## src/rtl/qb_sram_pkg.sv

```systemverilog
package qb_sram_pkg;
  localparam int LANE_BITS = 9;
  localparam int BURST_LEN = 4;
endpackage

```

## src/rtl/qb_sram_wr.sv

```systemverilog
module qb_sram_wr #(
  parameter int AW = 4
) (
  input  logic          clk,
  input  logic          rst_n,
  input  logic          wps_n,
  input  logic [AW-1:0] addr,
  output logic          wr_acc,
  output logic          wr_act,
  output logic          wr_hi,
  output logic [AW-1:0] wr_grp
);
  logic          second_q;
  logic [AW-1:0] grp_q;

  // a request is taken only when no burst is in its second half
  assign wr_acc = !wps_n && !second_q;
  assign wr_act = wr_acc || second_q;
  assign wr_hi  = second_q;
  assign wr_grp = second_q ? grp_q : addr;

  always_ff @(posedge clk or negedge rst_n) begin
    if (!rst_n) begin
      second_q <= 1'b0;
      grp_q    <= '0;
    end else begin
      second_q <= wr_acc;
      if (wr_acc) grp_q <= addr;
    end
  end
endmodule

```

## src/rtl/qb_sram_array.sv

```systemverilog
module qb_sram_array
  import qb_sram_pkg::*;
#(
  parameter int LANES = 2,
  parameter int AW    = 4
) (
  input  logic                       clk,
  input  logic                       wr_act,
  input  logic                       wr_hi,
  input  logic [AW-1:0]              wr_grp,
  input  logic [LANES*LANE_BITS-1:0] d_rise,
  input  logic [LANES*LANE_BITS-1:0] d_fall,
  input  logic [LANES-1:0]           en_rise,
  input  logic [LANES-1:0]           en_fall,
  input  logic [AW-1:0]              rd_grp,
  output logic [BURST_LEN*LANES*LANE_BITS-1:0] rd_words
);
  localparam int W     = LANES * LANE_BITS;
  localparam int DEPTH = BURST_LEN << AW;
  localparam int IW    = AW + 2;

  logic [W-1:0] mem [DEPTH];

  function automatic logic [W-1:0] lane_mix(input logic [W-1:0] old_w,
                                            input logic [W-1:0] new_w,
                                            input logic [LANES-1:0] en);
    logic [W-1:0] r;
    r = old_w;
    for (int i = 0; i < LANES; i++)
      if (en[i]) r[i*LANE_BITS +: LANE_BITS] = new_w[i*LANE_BITS +: LANE_BITS];
    return r;
  endfunction

  logic [IW-1:0] idx_r, idx_f;
  logic [W-1:0]  new_r, new_f;

  assign idx_r = {wr_grp, wr_hi, 1'b0};
  assign idx_f = {wr_grp, wr_hi, 1'b1};
  assign new_r = lane_mix(mem[idx_r], d_rise, en_rise);
  assign new_f = lane_mix(mem[idx_f], d_fall, en_fall);

  always_ff @(posedge clk) begin
    if (wr_act) begin
      mem[idx_r] <= new_r;
      mem[idx_f] <= new_f;
    end
  end

  // all four words are fetched at once; the trailing pair may still be in flight
  logic fwd_hit;
  assign fwd_hit = wr_act && wr_hi && (wr_grp == rd_grp);

  for (genvar k = 0; k < BURST_LEN; k++) begin : g_beat
    localparam logic [1:0] KB = 2'(k);
    logic [W-1:0] stored;
    assign stored = mem[{rd_grp, KB}];
    if (k >= 2) begin : g_fwd
      assign rd_words[k*W +: W] = !fwd_hit ? stored :
        (KB[0] ? lane_mix(stored, d_fall, en_fall) : lane_mix(stored, d_rise, en_rise));
    end else begin : g_plain
      assign rd_words[k*W +: W] = stored;
    end
  end
endmodule

```

## src/rtl/qb_sram_rd.sv

```systemverilog
module qb_sram_rd
  import qb_sram_pkg::*;
#(
  parameter int LANES = 2,
  parameter int AW    = 4
) (
  input  logic          clk,
  input  logic          rst_n,
  input  logic          rps_n,
  input  logic [AW-1:0] addr,
  input  logic [BURST_LEN*LANES*LANE_BITS-1:0] rd_words,
  output logic          rd_acc,
  output logic [AW-1:0] rd_grp,
  output logic [LANES*LANE_BITS-1:0] q_rise,
  output logic [LANES*LANE_BITS-1:0] q_fall,
  output logic          q_oe
);
  localparam int W = LANES * LANE_BITS;

  logic         pend_q, tail_q;
  logic [W-1:0] hold_r, hold_f;

  assign rd_acc = !rps_n && !pend_q;

  always_ff @(posedge clk or negedge rst_n) begin
    if (!rst_n) begin
      pend_q <= 1'b0;
      tail_q <= 1'b0;
      rd_grp <= '0;
      hold_r <= '0;
      hold_f <= '0;
      q_rise <= '0;
      q_fall <= '0;
      q_oe   <= 1'b0;
    end else begin
      pend_q <= rd_acc;
      tail_q <= pend_q;
      if (rd_acc) rd_grp <= addr;
      if (pend_q) begin
        q_rise <= rd_words[0*W +: W];
        q_fall <= rd_words[1*W +: W];
        hold_r <= rd_words[2*W +: W];
        hold_f <= rd_words[3*W +: W];
        q_oe   <= 1'b1;
      end else if (tail_q) begin
        q_rise <= hold_r;
        q_fall <= hold_f;
        q_oe   <= 1'b1;
      end else begin
        q_rise <= '0;
        q_fall <= '0;
        q_oe   <= 1'b0;
      end
    end
  end
endmodule

```

## src/rtl/qb_sram.sv

```systemverilog
module qb_sram
  import qb_sram_pkg::*;
#(
  parameter int LANES = 2,
  parameter int AW    = 4
) (
  input  logic                       clk,
  input  logic                       rst_n,
  input  logic [AW-1:0]              addr,
  input  logic                       wps_n,
  input  logic [LANES-1:0]           bws_rise_n,
  input  logic [LANES-1:0]           bws_fall_n,
  input  logic [LANES*LANE_BITS-1:0] d_rise,
  input  logic [LANES*LANE_BITS-1:0] d_fall,
  input  logic                       rps_n,
  output logic [LANES*LANE_BITS-1:0] q_rise,
  output logic [LANES*LANE_BITS-1:0] q_fall,
  output logic                       q_oe
);
  localparam int W = LANES * LANE_BITS;

  logic          wr_acc, wr_act, wr_hi, rd_acc;
  logic [AW-1:0] wr_grp, rd_grp;
  logic [BURST_LEN*W-1:0] rd_words;

  qb_sram_wr #(.AW(AW)) u_wr (
    .clk(clk), .rst_n(rst_n), .wps_n(wps_n), .addr(addr),
    .wr_acc(wr_acc), .wr_act(wr_act), .wr_hi(wr_hi), .wr_grp(wr_grp)
  );

  qb_sram_array #(.LANES(LANES), .AW(AW)) u_array (
    .clk(clk), .wr_act(wr_act), .wr_hi(wr_hi), .wr_grp(wr_grp),
    .d_rise(d_rise), .d_fall(d_fall),
    .en_rise(~bws_rise_n), .en_fall(~bws_fall_n),
    .rd_grp(rd_grp), .rd_words(rd_words)
  );

  qb_sram_rd #(.LANES(LANES), .AW(AW)) u_rd (
    .clk(clk), .rst_n(rst_n), .rps_n(rps_n), .addr(addr),
    .rd_words(rd_words), .rd_acc(rd_acc), .rd_grp(rd_grp),
    .q_rise(q_rise), .q_fall(q_fall), .q_oe(q_oe)
  );
endmodule

```

## config.mk

```make
export PLATFORM = sky130hd
export DESIGN_NAME = qb_sram
export DESIGN_NICKNAME = d
export VERILOG_FILES = /design/src/rtl/qb_sram_pkg.sv /design/src/rtl/qb_sram_wr.sv /design/src/rtl/qb_sram_array.sv /design/src/rtl/qb_sram_rd.sv /design/src/rtl/qb_sram.sv
export SDC_FILE = /design/constraint.sdc
export NUM_CORES = 1
export LEC_CHECK = 0
export BUFFER_PORTS_ARGS = -buffer_cell sky130_fd_sc_hd__buf_2
export CAP_MARGIN = 10
export CORE_ASPECT_RATIO = 0.6
export CORE_MARGIN = 4
export CORE_UTILIZATION = 55
export DETAILED_ROUTE_END_ITERATION = 10
export HOLD_SLACK_MARGIN = 0.1
export PLACE_DENSITY = 0.75
export SYNTH_ARGS = -nofsm -noshare
export SYNTH_HDL_FRONTEND = slang
export SYNTH_HIERARCHICAL = 1
export SYNTH_SLANG_ARGS = --single-unit
```

## constraint.sdc

```tcl
create_clock -name clk -period 5.4 [get_ports clk]
set_input_delay 0.54 -clock clk [delete_from_list [all_inputs] [get_ports clk]]
set_output_delay 0.54 -clock clk [all_outputs]
set_load 0.01 [all_outputs]
```

==> out/qor.csv <==
metric,value,unit
outcome,"finished, final reports clean",
via count,22938,
Total Power,0.02101,W
static leakage,16.95,nW
num rows,83,
synthesized instance count,2108,
PortBufs,84,
"Worst Path Class, Setup",flip-flop to flip-flop,
RR Endpoint,u_array/mem[30][19],
Post-CTS Hold Buffers,2,
"commonest non-fill, non-tap cell in the layout",edfxtp_1,
asr flop ratio synth,0.06796,
Setup-failing EPs final,0,
Final period util,0.6384,
clk root buf,clkbuf_16,
WL per Instance,31.91,µm
Post-DRT Antenna Nets,0,
Pins Over Slew Limit,0,
critical-path maximum fanout,32,
Core Region,0.08557,mm²
min cycle time layout,3447,ps
CTS tree,built,
RSZ-0062 raised after global routing,no,
power per cell area,398.6,mW/mm²
setup repair bufs after CTS,0,
CTS Sinks,1236,
Final Skew,31.31,ps
gr ovfl total,0,
Final Hold Viols,0,
area grow syn2layout,11.07,%
register area share after synthesis,0.7733,
Crit. Startpoint,u_wr/wr_hi,
syn avg cell area,22.51,µm²
relative slew slack,0.1073,
"reg-to-reg slack, setup",1950,ps
Initial DRT Pass Iterations,6,
CP Launch Type,flip-flop,
reg-to-reg startpoint,u_wr/wr_hi,
WP data required,5690,ps
Detailed Route Iter0 Violations,3013,
library cells used by synthesis,29,
Ports,85,
setup total negative slack,0,ps
initial antenna violation count,2,
pin count of the biggest net entering global routing,74,
Worst VDD drop,0.0003118,V
Tightest Hold Check Type,input pin to flip-flop,
fmax,290.1,MHz
register bit count reported by yosys,1236,
Critical Path AT,3740,ps
clk_lat worst skew,710,ps
PnR worst setup slack,1953,ps
DRC Markers,0,
worst path cell trace,nand2b_1 -> nand2_1 -> nor2_1,
Post-Syn Nets,2156,
first-pass GRT wire length,161.5,mm
clock-pin slew on the worst setup and hold paths,60,ps
Post-CTS Resized,0,
DIE WIDTH,387.2,µm
vias in the first global route,22868,
crit path max-delay cell type,nor2_1,
Reg2Reg Depth,3,
post-route cell area,0.05270,mm²
Slew @ Worst Pin,1334,ps
pre-CTS setup slack,2027,ps
n_diodes,0,
Post-Syn Area,0.04745,mm²
Syn. warnings,6,
die area,0.09119,mm²
Hold Worst Slack,218.5,ps
routability cong.,0.8001,
H-tree levels,3,
most frequent cells in the layout,"edfxtp_1 (1152), mux4_2 (324), nor2_1 (131)",
chip height,235.5,µm
max_cap viols,0,
layout cell share with drive strength beyond 1,0.3058,
Post-Place Cell Area,0.04902,mm²
"slowest stage delay, CP",1300,ps
Clock Tree Buf Depth,3,
drt total wl,110.5,mm
Post-synth EDFFs,1152,
Post-synth top flop,edfxtp_1,
worst setup path end,u_array/mem[30][19],
DR vias/cell,6.626,
initial core utilization,0.5545,
GRT Util Overall,0.2443,
nets,2269,
critical path capture point type,flip-flop,
post-DP HPWL,67.95,mm
critical hold path startpoint,wps_n,
total CTS buffers,106,
-- cell usage after synthesis, types with 2 or more instances --
master    instances  area share
buf_4            16      0.0025
and3b_1           2     0.00037
nor2_1          132       0.010
buf_1            19      0.0015
nor3b_1           3     0.00047
nor2b_1           5     0.00066
mux2_4            4      0.0013
and2_1            2     0.00026
nand2_1          75      0.0059
nand3_2           4     0.00084
mux2_2           80       0.019
edfxtp_1       1152        0.73
buf_2            23      0.0024
inv_1             4     0.00032
buf_6            15      0.0036
a22oi_1          72       0.011
a22o_1           35      0.0065
mux4_2          324        0.15
xor2_1            3     0.00055
clkbuf_1         45      0.0036
and3_1            2     0.00026
dfrtp_1          84       0.044
-- per-layer routing --
metal / share of wire / GRT usage / vias to the layer above
met4: 0.018 / 0.05206 / 4
li1: - / - / 9039
met5: 0.00024 / 0 / -
met2: 0.43 / 0.3329 / 1463
met1: 0.43 / 0.3934 / 12277
met3: 0.12 / 0.07414 / 155
-- worst min path at each step --
stage / endpoint / slack, ps / depth (start not counted)
2_1_floorplan: u_rd/hold_f[0] / 240 / 0
3_3_place_gp: u_rd/hold_r[16] / 490 / 1
3_5_place_dp: u_wr/grp_q[1] / 490 / 1
4_1_cts: u_wr/wr_hi / 120 / 2
5_1_grt: u_wr/wr_hi / 170 / 2
6_report: u_wr/wr_hi / 220 / 2
-- kinds of logic (layout without fill, tap and decap cells) --
family	after synthesis	after routing	share of synthesized area
buffers and inverters	122	329	0.01390
muxes	408	408	0.1740
and+or+nand+nor	230	230	0.02007
AOI/OAI and AO/OA	108	108	0.01796
xor gates and xnor gates	4	4	0.0007384
DFF	1236	1236	0.7733
-- flip-flops by register name, indices dropped and copies added (netlist names), 4 cells and up --
| name | cells |
|---|---|
| u_rd/hold_r | 18 |
| u_wr/grp_q | 4 |
| u_rd/rd_grp | 4 |
| u_rd/q_rise | 18 |
| u_rd/q_fall | 18 |
| u_rd/hold_f | 18 |
| u_array/mem | 1152 |
-- cell type report --
type	instances	area, µm²
Timing Repair Buffer	123	844.6
Clock buffer	153	3032
Clock inverter	49	538.0
Fill cell	5670	32870
Sequential cell	1236	36710
Multi-Input combinational cell	750	10130
Tap cell	1147	1435
Inverter	4	15.01
-- power breakdown --
group,internal [W],switching [W]
Clock,0.00439,0.00336
Combinational,0.00107,0.00121
Sequential,0.0107,0.000241
-- metrics by stage --
stage | utilization | cells
floorplan | - | 2108
global placement | 0.5724 | 3245
detailed placement | 0.5729 | 3249
CTS | 0.6149 | 3453
global route | 0.6159 | 3462
finish | 0.6159 | 3462
-- critical path: cells and delay by family (launching register included) --
family           cells  cell delay, ps
AND/OR/NAND/NOR      3            2420
flip-flops           1             580
Note: power is estimated with default switching activity, not from simulation.
